--- src/rtl/alarm_pkg.sv ---
package alarm_pkg;
  localparam int SRC_W = 4;

  typedef enum logic [SRC_W-1:0] {
    SRC_OFF    = 4'd0,
    SRC_SUPPLY = 4'd1,
    SRC_XACC   = 4'd2,
    SRC_YACC   = 4'd3,
    SRC_AUXADC = 4'd4,
    SRC_TEMP   = 4'd5,
    SRC_XTILT  = 4'd6,
    SRC_YTILT  = 4'd7,
    SRC_ROT    = 4'd8
  } src_e;

  function automatic logic src_live(input logic [SRC_W-1:0] c);
    return (c >= SRC_SUPPLY) && (c <= SRC_ROT);
  endfunction

  function automatic logic src_unsigned(input logic [SRC_W-1:0] c);
    return (c == SRC_SUPPLY) || (c == SRC_AUXADC) || (c == SRC_TEMP);
  endfunction

  function automatic logic src_force_filt(input logic [SRC_W-1:0] c);
    return (c == SRC_XTILT) || (c == SRC_YTILT) || (c == SRC_ROT);
  endfunction
endpackage

--- src/rtl/alarm_src_mux.sv ---
module alarm_src_mux
  import alarm_pkg::*;
#(
  parameter int DW   = 14,
  parameter int NSRC = 8
) (
  input  logic [NSRC*DW-1:0] raw_bus,
  input  logic [NSRC*DW-1:0] filt_bus,
  input  logic [SRC_W-1:0]   code,
  input  logic               want_filt,
  output logic [DW-1:0]      sample
);
  logic use_filt;
  assign use_filt = want_filt | src_force_filt(code);

  always_comb begin
    sample = '0;
    for (int k = 1; k <= NSRC; k++) begin
      if (code == SRC_W'(k))
        sample = use_filt ? filt_bus[(k-1)*DW +: DW] : raw_bus[(k-1)*DW +: DW];
    end
  end
endmodule

--- src/rtl/alarm_channel.sv ---
module alarm_channel
  import alarm_pkg::*;
#(
  parameter int DW = 14,
  parameter int CW = 8
) (
  input  logic             clk,
  input  logic             rst,
  input  logic             valid,
  input  logic [DW-1:0]    sample,
  input  logic [SRC_W-1:0] code,
  input  logic [15:0]      thr,
  input  logic [CW-1:0]    cnt_cfg,
  input  logic             rate_en,
  output logic             alarm
);
  localparam int EW   = DW + 2;
  localparam int PW   = EW + CW + 1;
  localparam int CFGW = SRC_W + CW + 1;

  logic [CFGW-1:0]       cfg_now, cfg_q;
  logic                  changed, in_use, uns, gt;
  logic [CW-1:0]         nwin, cnt_q;
  logic                  have_base;
  logic signed [EW-1:0]  s_x, t_x, base_q, diff;
  logic signed [PW-1:0]  diff_w, t_w, n_w, scaled;
  logic                  hit_static, hit_rate;
  logic                  unused_thr;

  assign unused_thr = thr[14];
  assign cfg_now    = {code, cnt_cfg, rate_en};
  assign changed    = cfg_now != cfg_q;
  assign in_use     = src_live(code);
  assign uns        = src_unsigned(code);
  assign gt         = thr[15];
  assign nwin       = (cnt_cfg == '0) ? CW'(1) : cnt_cfg;

  always_comb begin
    s_x = uns ? {2'b00, sample}     : {{2{sample[DW-1]}}, sample};
    t_x = uns ? {2'b00, thr[DW-1:0]} : {{2{thr[DW-1]}}, thr[DW-1:0]};
  end

  assign diff   = s_x - base_q;
  assign diff_w = PW'(diff);
  assign t_w    = PW'(t_x);
  assign n_w    = PW'($signed({1'b0, nwin}));
  assign scaled = t_w * n_w;

  assign hit_static = gt ? (s_x > t_x) : (s_x < t_x);
  assign hit_rate   = gt ? (diff_w > scaled) : (diff_w < scaled);

  always_ff @(posedge clk) begin
    if (rst) begin
      cfg_q     <= '0;
      alarm     <= 1'b0;
      have_base <= 1'b0;
      cnt_q     <= '0;
      base_q    <= '0;
    end else begin
      cfg_q <= cfg_now;
      if (changed) begin
        alarm     <= 1'b0;
        have_base <= 1'b0;
        cnt_q     <= '0;
      end else if (valid) begin
        if (!in_use) begin
          alarm <= 1'b0;
        end else if (!rate_en) begin
          alarm <= hit_static;
        end else if (!have_base) begin
          base_q    <= s_x;
          have_base <= 1'b1;
          cnt_q     <= '0;
        end else if (CW'(cnt_q + 1'b1) == nwin) begin
          alarm  <= hit_rate;
          base_q <= s_x;
          cnt_q  <= '0;
        end else begin
          cnt_q <= cnt_q + 1'b1;
        end
      end
    end
  end

  // reconfiguration clears the channel
  a_r7_restart_clears: assert property (@(posedge clk) disable iff (rst)
    changed |=> !alarm);
  // status holds without strobe or reconfiguration
  a_r9_hold: assert property (@(posedge clk) disable iff (rst)
    (!valid && !changed) |=> $stable(alarm));
  // a disabled channel never alarms after a strobe
  a_r2_off_quiet: assert property (@(posedge clk) disable iff (rst)
    (valid && !in_use && !changed) |=> !alarm);
  // the window position stays below the count
  a_r5_window_bound: assert property (@(posedge clk) disable iff (rst)
    (have_base && !changed) |-> (cnt_q < nwin));
endmodule

--- src/rtl/alarm_indicator.sv ---
module alarm_indicator (
  input  logic       clk,
  input  logic       rst,
  input  logic [1:0] alarms,
  input  logic       en,
  input  logic       pol,
  input  logic       sel,
  output logic [1:0] pins
);
  logic lvl;
  assign lvl = pol ? (|alarms) : ~(|alarms);

  always_ff @(posedge clk) begin
    if (rst)      pins <= 2'b00;
    else if (!en) pins <= 2'b00;
    else          pins <= sel ? {lvl, 1'b0} : {1'b0, lvl};
  end

  // a disabled indicator leaves both pins low
  a_r8_off_low: assert property (@(posedge clk) disable iff (rst)
    !en |=> (pins == 2'b00));
  // at most one pin is ever driven high
  a_r8_one_pin: assert property (@(posedge clk) disable iff (rst)
    $onehot0(pins));
  // an active-high indicator with an alarm raises a pin
  a_r8_active_high: assert property (@(posedge clk) disable iff (rst)
    (en && pol && (|alarms)) |=> (|pins));
endmodule

--- src/rtl/dual_alarm.sv ---
module dual_alarm
  import alarm_pkg::*;
#(
  parameter int DW   = 14,
  parameter int NSRC = 8,
  parameter int CW   = 8
) (
  input  logic               clk,
  input  logic               rst,
  input  logic               smp_valid,
  input  logic [NSRC*DW-1:0] raw_samples,
  input  logic [NSRC*DW-1:0] filt_samples,
  input  logic [15:0]        alm_ctrl,
  input  logic [15:0]        alm1_thr,
  input  logic [15:0]        alm2_thr,
  input  logic [CW-1:0]      alm1_cnt,
  input  logic [CW-1:0]      alm2_cnt,
  output logic [1:0]         alm_status,
  output logic [1:0]         alm_pin
);
  localparam int NCH = 2;

  logic unused_ctrl;
  assign unused_ctrl = alm_ctrl[3];

  logic [NCH-1:0] hit;

  for (genvar i = 0; i < NCH; i++) begin : g_ch
    logic [DW-1:0]    smp;
    logic [SRC_W-1:0] code;
    logic [15:0]      thr;
    logic [CW-1:0]    cnt;

    assign code = alm_ctrl[8 + SRC_W*i +: SRC_W];
    assign thr  = (i == 0) ? alm1_thr : alm2_thr;
    assign cnt  = (i == 0) ? alm1_cnt : alm2_cnt;

    alarm_src_mux #(.DW(DW), .NSRC(NSRC)) u_mux (
      .raw_bus   (raw_samples),
      .filt_bus  (filt_samples),
      .code      (code),
      .want_filt (alm_ctrl[4+i]),
      .sample    (smp)
    );

    alarm_channel #(.DW(DW), .CW(CW)) u_chan (
      .clk     (clk),
      .rst     (rst),
      .valid   (smp_valid),
      .sample  (smp),
      .code    (code),
      .thr     (thr),
      .cnt_cfg (cnt),
      .rate_en (alm_ctrl[6+i]),
      .alarm   (hit[i])
    );
  end

  assign alm_status = hit;

  alarm_indicator u_ind (
    .clk    (clk),
    .rst    (rst),
    .alarms (hit),
    .en     (alm_ctrl[2]),
    .pol    (alm_ctrl[1]),
    .sel    (alm_ctrl[0]),
    .pins   (alm_pin)
  );
endmodule

--- config.mk ---
export PLATFORM = sky130hd
export DESIGN_NAME = dual_alarm
export DESIGN_NICKNAME = d
export VERILOG_FILES = /design/src/rtl/alarm_pkg.sv /design/src/rtl/alarm_src_mux.sv /design/src/rtl/alarm_channel.sv /design/src/rtl/alarm_indicator.sv /design/src/rtl/dual_alarm.sv
export SDC_FILE = /design/constraint.sdc
export NUM_CORES = 1
export LEC_CHECK = 0
export ABC_AREA = 1
export BUFFER_PORTS_ARGS = -buffer_cell sky130_fd_sc_hd__buf_4
export CAP_MARGIN = 20
export CORE_MARGIN = 3
export CORE_UTILIZATION = 40
export DETAILED_ROUTE_END_ITERATION = 8
export GPL_ROUTABILITY_DRIVEN = 0
export GPL_TIMING_DRIVEN = 0
export HOLD_SLACK_MARGIN = 0.08
export SYNTH_ARGS = -nofsm -noshare
export SYNTH_HDL_FRONTEND = slang
export SYNTH_SLANG_ARGS = --single-unit
--- constraint.sdc ---
create_clock -name clk -period 13.4 [get_ports clk]
set_input_delay 0.67 -clock clk [delete_from_list [all_inputs] [get_ports clk]]
set_output_delay 0.67 -clock clk [all_outputs]
set_load 0.03 [all_outputs]
; After elaboration in Yosys (flattened, before gate mapping)
; Index checks and enable logic that the tools add are counted.
; W data, S select, Z words.
[classes]
addsub = 4
n_mul = 2
n_div = 0
order_cmp = 12
n_eq_ne = 26
shifts = 0
mux = 59
bitwise_logic = 7
n_reduce_logical = 23
[op_table]
columns = operator, n
row1 = $mux W14, 32
row2 = $mux W16, 8
row3 = $gt A16 B25 Y1, 2
row4 = $lt A16 B25 Y1, 2
row5 = $mul A16 B9 Y25, 2
row6 = $mux W8, 6
row7 = $eq A4 B3 Y1 const B, 8
row8 = $gt A16 B16 Y1, 2
row9 = $lt A16 B16 Y1, 2
row10 = $sub A16 B16 Y16, 2
row11 = $ne A13 B13 Y1, 2
row12 = $add A8 B1 Y8 const B, 2
row13 = $eq A4 B2 Y1 const B, 4
row14 = $eq A8 B8 Y1, 2
row15 = $logic_not A8 Y1, 2
row16 = $mux W1, 13
row17 = $ne A3 B3 Y1 const B, 4
row18 = $reduce_and A3 Y1, 4
row19 = $reduce_and A5 Y1, 2
row20 = $eq A4 B1 Y1 const B, 2
row21 = $eq A4 B4 Y1 const B, 2
row22 = $ge A4 B1 Y1 const B, 2
row23 = $le A4 B4 Y1 const B, 2
row24 = $logic_or A1 B1 Y1, 8
row25 = 6 further kinds, 16
[word_totals]
register_bits = 80
latch_bits = 0
mem_bits_rw = 0
romBits = 0
input_bits = 291
wordCells = 145
mem_count = 0

; Longest topological paths before layout
; Gate-level depths: netlist of the first run.
[depth]
ltp_word = 21
mapped_depth = 46

; Hierarchy
; A second synthesis of the first run with hierarchy kept.
[hier_totals]
hier_cells = 3368
hier_area_um2 = 21066.5
[by_module_without_submodules]
columns = mod, n_inst, cells_each, area_per_inst_um2, seq_area_each_um2
row1 = alarm_channel at g_ch[0].u_chan, 1, 1167, 8221.6, 760.7
row2 = alarm_channel at g_ch[1].u_chan, 1, 1156, 8200.4, 760.7
row3 = alarm_src_mux, 2, 517, 2280.9, 0.0
row4 = alarm_indicator, 1, 11, 82.6, 40.0

; Least setup slack after synthesis of the first run
; No wires, ideal clock.
[synth_timing]
path_kind = input to register
startpoint = input alm_ctrl[14]
endpoint = register g_ch[1].u_chan.alarm
setup_time_ns = 0.070
arrival_ns = 6.465
required_time_ns = 13.330
setup_slack_ns = 6.865
cell_stages = 34
n_path_buf = 1
path_cell_list = inv_1 -> nor2_1 -> inv_1 -> nor2_1 -> clkbuf_1 -> a21oi_1 -> nand2_1 -> nor2_1 -> inv_1 -> fa_1 -> inv_1 -> fa_1 -> inv_1 -> fa_1 -> fa_1 -> inv_1 -> ha_1 -> nand2_1 -> nand2_1 -> nor3_1 -> nand2_1 -> nand2_1 -> a21oi_1 -> nor2_1 -> xor2_1 -> ha_1 -> a21oi_1 -> a21boi_1 -> nand3_1 -> nand2_1 -> nand3_1 -> nand3_1 -> nand2_1 -> a21oi_1
[synth_between]
elab_chain_len = 21
word_cells_on_any_way = 51
[synth_lines]
columns = item, line_no
row1 = start: declaration, dual_alarm.sv:13  ; input logic [15:0] alm_ctrl,
row2 = $eq A4 B3 Y1, "alarm_pkg.sv:25, alarm_src_mux.sv:19"
row3 = $logic_or A1 B1 Y1 (2 in series), alarm_pkg.sv:25  ; return (c == SRC_XTILT) || (c == SRC_YTILT) || (c == SRC_ROT);
row4 = $or A1 B1 Y1, alarm_src_mux.sv:14  ; assign use_filt = want_filt | src_force_filt(code);
row5 = $mux W14, alarm_src_mux.sv:20  ; sample = use_filt ? filt_bus[(k-1)*DW +: DW] : raw_bus[(k-1)*DW +: DW];
row6 = $mux W14 (8 in series), alarm_src_mux.sv:19  ; if (code == SRC_W'(k))
row7 = $mux W16, alarm_channel.sv:39  ; s_x = uns ? {2'b00, sample} : {{2{sample[DW-1]}}, sample};
row8 = $sub A16 B16 Y16, alarm_channel.sv:43  ; assign diff = s_x - base_q;
row9 = $lt A16 B25 Y1 / $gt A16 B25 Y1 (equally long branches), alarm_channel.sv:50  ; assign hit_rate = gt ? (diff_w > scaled) : (diff_w < scaled);
row10 = $mux W1, alarm_channel.sv:50
row11 = $mux W1, alarm_channel.sv:74  ; end else if (CW'(cnt_q + 1'b1) == nwin) begin
row12 = $mux W1, alarm_channel.sv:70  ; end else if (!have_base) begin
row13 = $mux W1, alarm_channel.sv:68  ; end else if (!rate_en) begin
row14 = $mux W1, alarm_channel.sv:66  ; if (!in_use) begin
row15 = end signal: assignment, alarm_channel.sv:69  ; alarm <= hit_static;
row16 = end signal: assignment, alarm_channel.sv:75  ; alarm <= hit_rate;
row17 = end: declaration, alarm_channel.sv:15  ; output logic alarm
; Several ways; a longest one is shown, not always the timed one. The select of a mux whose other input is x is not followed.
; A chain may end at the register's enable or synchronous reset.

; Worst setup path after layout of the first run
; Same ends and word-level chain as after synthesis.

==> metrics.md, run 1 <==
| Metric | Value |
|---|---|
| Crit share post-route | 0.5964 |
| Avg Inst Size Synth | 6.447 µm² |
| Register area share after synthesis | 0.07667 |
| Post-DP HPWL | 59,530 µm |
| Share of layout cells above drive strength 1 | 0.1100 |
| Initial antenna violation count | 1 |
| Layout area overhead | 13.27% |
| RSZ-0062 raised after global routing | false |
| Final-stage net count | 4,063 |
| Endpoints failing setup | 0 |
| Synthesized flop and latch total | 78 |
| CTS tree | built |
| Post-Syn Area | 20,370 µm² |
| Routed wire length on met3 | 5526 µm |
| IO Port Bufs | 208 |
| Total grt overflow | 0 |
| Clock buffer depth | 2 |
| Drt first pass iters | 8 |
| Worst Path Arrival | 8.29 ns |
| R2R setup slack | 9.19 ns |
| Initial core utilization | 0.4051 |
| Max-slew headroom | 0.4679 |
| Rows | 82 |
| Most frequent cells in the layout | 734 x inv_1, 690 x nand2_1, 224 x buf_4 |
| Final core occ | 0.4589 |
| Slowest CP cell | fa_1 |
| Critical path required time | 13.70 ns |
| Worst min path class | reg2reg |
| Unique masters post-synth | 65 |
| Total CTS buffers | 9 |
| Antenna diode count | 0 |
| Setup slack after layout | 5.409 ns |
| Reg power frac | 0.067 |
| Power Density | 153.6 nW/µm² |
| Post-synth EDFFs | 0 |
| Fmax | 125.1 MHz |
| TNS Setup | 0 ns |
| Wire length on met2 | 31,220 µm |
| Post-synth top flop | dfxtp_1 |
| Final Max Tran Viols | 0 |
| MaxCap Viol Count | 0 |
| Static Leak | 12.93 nW |
| Synth Instances | 3,159 |
| DRC errors left | 0 |
| Combinational share of power | 0.859 |
| Clock power share | 0.074 |
| WL met1 | 30,330 µm |
| Final WL | 70,220 µm |
| Tightest Pin Transition | 0.7981 ns |
| Worst Setup Path Type | in2reg |
| Run status | completed |
| Clock sink total | 78 |
| CTS Hold Bufs | 0 |
| Place WS | 5.052 ns |
| Resized cells post-CTS | 0 |
| DR WL/cell | 17.32 µm |
| Horiz. Die Dim | 231.7 µm |
| Core ar. | 50,270 µm² |
| Uppermost routed layer | met5 |
| Largest net degree at the start of global routing | 15 |
| Global-route wire length before repair | 109,500 µm |
| Die Area | 53,660 µm² |
| Root Buffer Master | clkbuf_16 |
| Crit path time final | 7.991 ns |
| Vias in the first global route | 19,790 |
| Chip height | 231.7 µm |
| Clk Latency, worst-skew pair | 0.36 ns |
| Critical path startpoint category | primary input |
| Critical path fanouts, max | 10 |
| Slowest stage delay, CP | 0.72 ns |
| Syn_nets | 3,844 |
| CTS H-tree lvls | 3 |
| Gr usage total | 0.2597 |
| Hold Fails Final Rpt | 0 |
| Critical path capture point type | register |
| Asr flop ratio synth | 0 |
| Sw frac | 0.5628 |
| Ys Warns | 0 |
| CP dominant cell by count | inv_1 |
| Iteration-0 DRC Markers | 1,573 |
| Antenna Nets Post-Route | 0 |
| NetSw | 1.995 mW |
| Clk_skew | 0.01179 ns |
| Post-CTS Setup Bufs | 0 |
| Int Pwr | 1.550 mW |
| Max IR drop VDD | 94.25 µV |
| DR vias | 20,590 |
| Commonest non-fill, non-tap cell in the layout | inv_1 |
| Via/cell ratio | 5.078 |
| I/O pin count | 295 |
| Hold Slack | 0.4653 ns |
| CTS clock-pin slew for the worst setup and hold paths | 0.07 ns |
-- power groups by stage --
| stage | Sequential (mW) | Combinational (mW) | Clock, mW |
|---|---|---|---|
| 2_1_floorplan | 0.243 | 2.35 | 0 |
| 3_3_place_gp | 0.243 | 3.00 | 0 |
| 3_5_place_dp | 0.243 | 3.03 | 0 |
| 4_1_cts | 0.238 | 3.04 | 0.268 |
| 5_1_grt | 0.238 | 3.54 | 0.276 |
| 6_report | 0.238 | 3.05 | 0.261 |
-- metal layers --
metal,GRT usage,vias to the layer above
met1,0.3432,9421
met5,0,-
met4,0.1079,2
li1,-,10150
met3,0.03736,182
met2,0.4254,839
-- sequential cells by signal, summed over array words and instances, names as in the netlist --
register	flops
g_ch.u_chan.base_q	30
u_ind.pins	2
g_ch.u_chan.alarm	2
g_ch.u_chan.have_base	2
g_ch.u_chan.cfg_q	26
g_ch.u_chan.cnt_q	16
-- metrics by stage --
step | instances | total power [mW] | area, µm²
2_1_floorplan | 3159 | 2.591 | 20370
3_3_place_gp | 4039 | 3.246 | 22770
3_5_place_dp | 4039 | 3.268 | 22770
4_1_cts | 4055 | 3.546 | 23070
5_1_grt | 4055 | 4.050 | 23070
6_report | 4055 | 3.544 | 23070
-- cell usage after synthesis (62+ instances only) --
master	number	area share
o21ai_0	185	0.045
nand3_1	120	0.029
inv_1	734	0.14
fa_1	198	0.19
clkbuf_1	62	0.011
nand2_1	690	0.13
nor2_1	222	0.041
a21oi_1	199	0.049
o21ai_1	75	0.018
dfxtp_1	78	0.077
ha_1	196	0.12
xor2_1	67	0.029
-- cells by family after synthesis --
| family | synth area share |
|---|---|
| buffers and inverters | 0.1699 |
| AOI/OAI and AO/OA | 0.1476 |
| DFF | 0.07667 |
| xor gates and xnor gates | 0.04380 |
| muxes | 0.0009830 |
| adders and majority gates | 0.3150 |
| and+or+nand+nor | 0.2460 |
-- cell type report --
class,count,area [µm²]
clock inverter,6,71.32
clock buffer,10,229.0
multi-input combinational,2202,15340
timing repair buffer,208,1562
fill,5407,27200
tap,672,840.8
inverter,758,2848
buffer,121,613.1
sequential,78,1562
-- worst max-delay path, delay by kind of cell --
kind                     cells  cell delay [ns]
adder cells (fa/ha/maj)      6             2.85
AND/OR/NAND/NOR             14             2.05
AO/OA/AOI/OAI                6             1.27
buffers and inverters        8             1.20
XOR/XNOR                     1             0.23
-- worst paths after layout --
path,start,end,cells past startpoint
setup / recovery,alm_ctrl[14],g_ch[1].u_chan.alarm,35
hold / removal,g_ch[1].u_chan.base_q[12],g_ch[1].u_chan.base_q[12],2
setup reg to reg,g_ch[1].u_chan.base_q[0],g_ch[1].u_chan.alarm,29
hold reg to reg,g_ch[1].u_chan.base_q[12],g_ch[1].u_chan.base_q[12],2
Power figures use the tool's default switching activity.
==> inputs of run 2 (changes only) <==
ABC_AREA = 0   (was 1)
clock period = 7.1 ns   (was 13.4 ns; I/O delays follow)
==> metrics.md, run 2 <==
| Metric | Value |
|---|---|
| Max IR drop VDD | 201.7 µV (was 94.25 µV) |
| Root Buffer Master | clkbuf_16 (unchanged) |
| Clock sink total | 78 (unchanged) |
| Post-Syn Area | 18,890 µm² (was 20,370 µm²) |
| Cell taking the most area after synthesis | fa_1 (unchanged) |
| Synthesized flop and latch total | 78 (unchanged) |
| Worst Setup Path Type | in2reg (unchanged) |
| Rows | 79 (was 82) |
| Asr flop ratio synth | 0 (unchanged) |
| Global-route wire length before repair | 99,750 µm (was 109,500 µm) |
| Total power | 6.699 mW (was 3.544 mW) |
| Fmax | 144.6 MHz |
| Critical path fanouts, max | 10 (unchanged) |
| Antenna Nets Post-Route | 0 (unchanged) |
| Critical path startpoint category | primary input (unchanged) |
| DR WL/cell | 19.39 µm (was 17.32 µm) |
| Top-area cell type share of the netlist area | 0.2098 (was 0.1946) |
| Combinational family with the most area after synthesis | adder cells (unchanged) |
| Power Density | 299.0 nW/µm² (was 153.6 nW/µm²) |
| Ys Warns | 0 (unchanged) |
| Clock buffer depth | 2 (unchanged) |
| Clk Latency, worst-skew pair | 0.35 ns (was 0.36 ns) |
| DRC errors left | 0 (unchanged) |
| Area share of and/or/nand/nor cells after synthesis | 0.1958 (was 0.2460) |
| Final-stage net count | 3,348 (was 4,063) |
| Commonest non-fill, non-tap cell in the layout | inv_1 (unchanged) |
| Tightest Pin Transition | 0.8164 ns (was 0.7981 ns) |
| Most frequent cells in the layout | 408 x inv_1, 295 x nand2_1, 270 x buf_4 (was 734 x inv_1, 690 x nand2_1, 224 x buf_4) |
| Synth Instances | 2,404 (was 3,159) |
| Worst Path Arrival | 7.19 ns (was 8.29 ns) |
| Endpoints failing setup | 0 (unchanged) |
| Slowest stage delay, CP | 0.56 ns (was 0.72 ns) |
| Gr usage total | 0.2506 (was 0.2597) |
| Layout area overhead | 18.61% (was 13.27%) |
| Drt first pass iters | 5 (was 8) |
| Compound-Gate Fraction of Synth Area | 0.1548 (was 0.1476) |
| Worst min path class | in2reg (was reg2reg) |
| Unique masters post-synth | 88 (was 65) |
| Share of layout cells above drive strength 1 | 0.1735 (was 0.1100) |
| CTS H-tree lvls | 3 (unchanged) |
| MaxCap Viol Count | 0 (unchanged) |
| Place WS | -1.714 ns (was 5.052 ns) |
| CTS tree | built (unchanged) |
| Max reg flops | 30 (unchanged) |
| Post-synth top flop | dfxtp_1 (unchanged) |
| Top cells by count, synth | 411 x inv_1, 301 x nand2_1, 198 x fa_1 (was 734 x inv_1, 690 x nand2_1, 222 x nor2_1) |
| Finished Cell Area | 22,410 µm² (was 23,070 µm²) |
| Max-slew headroom | 0.4518 (was 0.4679) |
| Post-synthesis xor/xnor area fraction | 0.05053 (was 0.04380) |
| Final Max Tran Viols | 0 (unchanged) |
| Crit share post-route | 0.9741 |
| Most common cell in the netlist | inv_1 (unchanged) |
| Total grt overflow | 0 (unchanged) |
| Synth Area in Adders | 0.3396 (was 0.3150) |
| Largest net degree at the start of global routing | 13 (was 15) |
| Biggest regs | g_ch.u_chan.base_q (30), g_ch.u_chan.cfg_q (26), g_ch.u_chan.cnt_q (16) (unchanged) |
| Mux share of post-synthesis cell area | 0.06901 (was 0.0009829) |
| Die Area | 49,870 µm² (was 53,660 µm²) |
| Slowest CP cell | fa_1 (unchanged) |
| Syn_nets | 3,089 (was 3,844) |
| Via/cell ratio | 5.550 (was 5.078) |
| Post-synth EDFFs | 0 (unchanged) |
| Biggest register | g_ch.u_chan.base_q (unchanged) |
| CTS clock-pin slew for the worst setup and hold paths | 0.06 ns (was 0.07 ns) |
| Critical path capture point type | register (unchanged) |
| Dpl cell area | 21,280 µm² (was 22,770 µm²) |
| Crit path time final | 6.916 ns |
| I/O pin count | 295 (unchanged) |
| Initial core utilization | 0.4058 (was 0.4051) |
| Core ar. | 46,560 µm² (was 50,270 µm²) |
| DR vias | 18,180 (was 20,590) |
| Clk_skew | 0.007915 ns (was 0.01179 ns) |
| Critical path required time | 7.38 ns (was 13.70 ns) |
| Fin cells | 3,276 (was 4,055) |
| Vias in the first global route | 18,300 (was 19,790) |
| Final WL | 63,520 µm (was 70,220 µm) |
| IO Port Bufs | 214 (was 208) |
| Initial antenna violation count | 1 (unchanged) |
| Iteration-0 DRC Markers | 1,424 (was 1,573) |
| Post-DP HPWL | 52,740 µm (was 59,530 µm) |
| CTS Hold Bufs | 0 (unchanged) |
| Ranking of synthesized cells by area | fa_1 21%, ha_1 13%, dfxtp_1 8.3% (was fa_1 19%, inv_1 14%, nand2_1 13%) |
| Total CTS buffers | 9 (unchanged) |
| Register area share after synthesis | 0.08265 (was 0.07667) |
| Static Leak | 10.97 nW (was 12.93 nW) |
| Chip height | 223.3 µm (was 231.7 µm) |
| Avg Inst Size Synth | 7.859 µm² (was 6.447 µm²) |
| Horiz. Die Dim | 223.3 µm (was 231.7 µm) |
| Run status | completed (unchanged) |
| Hold Slack | 0.1758 ns (was 0.4653 ns) |
| Hold Fails Final Rpt | 0 (unchanged) |
| Setup slack after layout | 0.1836 ns (was 5.409 ns) |
| Placed cells | 3,227 (was 4,039) |
run 2: changes by cell type after synthesis, moves of 76 or more:
cell / delta
o21ai_0: -127
and2_1: +108
inv_1: -323
nor2_1: -109
nand3_1: -90
a21oi_1: -76
nand2_1: -389
run 2: worst paths after layout:
kind | from | to | slack, ns | cells past startpoint
setup / recovery | alm2_cnt[4] | g_ch[1].u_chan.alarm | 0.18 | 29
hold / removal | alm_ctrl[0] | u_ind.pins[0] | 0.18 | 2
setup reg to reg | g_ch[0].u_chan.base_q[0] | g_ch[0].u_chan.alarm | 2.12 | 24
hold reg to reg | g_ch[0].u_chan.base_q[13] | g_ch[0].u_chan.base_q[13] | 0.47 | 2
run 2: what timing repair did:
item,CTS,global route
gates resized for setup,94,106
pin swaps,17,34
setup buffers,19,21
setup endpoints to repair,2,2
cloned,0,0
run 2: power breakdown:
group / switching, mW / internal [mW] / leakage (nW)
clock: 0.186 / 0.256 / 0.140
sequential: 0.00333 / 0.446 / 0.635
combinational: 3.25 / 2.55 / 10.2
total: 3.44 / 3.26 / 11.0
run 2: metrics by stage:
| stage | util | setup TNS [ns] |
|---|---|---|
| 5_1_grt | 0.4813 | -0.05951 |
| 6_report | 0.4813 | 0 |
| 4_1_cts | 0.4721 | 0 |
| 3_3_place_gp | 0.4567 | -3.482 |
| 2_1_floorplan | - | -0.04404 |
| 3_5_place_dp | 0.4570 | -3.280 |
run 2: layout make-up:
type / count / area (µm²)
clock buffer: 13 / 260.3
clock inverter: 3 / 18.77
timing repair buffer: 256 / 1941
antenna: 1 / 2.502
inverter: 411 / 1543
fill: 4595 / 24150
multi-input combinational: 1795 / 15710
sequential: 78 / 1562
buffer: 112 / 613.1
tap: 607 / 759.5
run 2: cells by family (layout without fill, tap and decap cells):
kind of cell	count (synthesis)	after routing
AOI/OAI and AO/OA	437	437
xor gates and xnor gates	109	109
adders and majority gates	394	394
buffers and inverters	531	795
DFF	78	78
muxes	101	101
other	0	1
and+or+nand+nor	754	754
run 2: per-layer routing:
metal,wire length (µm),share of wire,GRT usage
met1,27000,0.43,0.3337
met2,29990,0.47,0.4219
met3,4532,0.071,0.03658
met4,1991,0.031,0.07568
met5,0,0,0
run 2: worst max-delay path, delay by kind of cell:
kind | cells | cell delay, ns
AO/OA/AOI/OAI | 11 | 2.34
XOR/XNOR | 1 | 0.10
adder cells (fa/ha/maj) | 6 | 2.60
buffers and inverters | 6 | 0.55
multiplexers | 1 | 0.34
AND/OR/NAND/NOR | 4 | 0.91
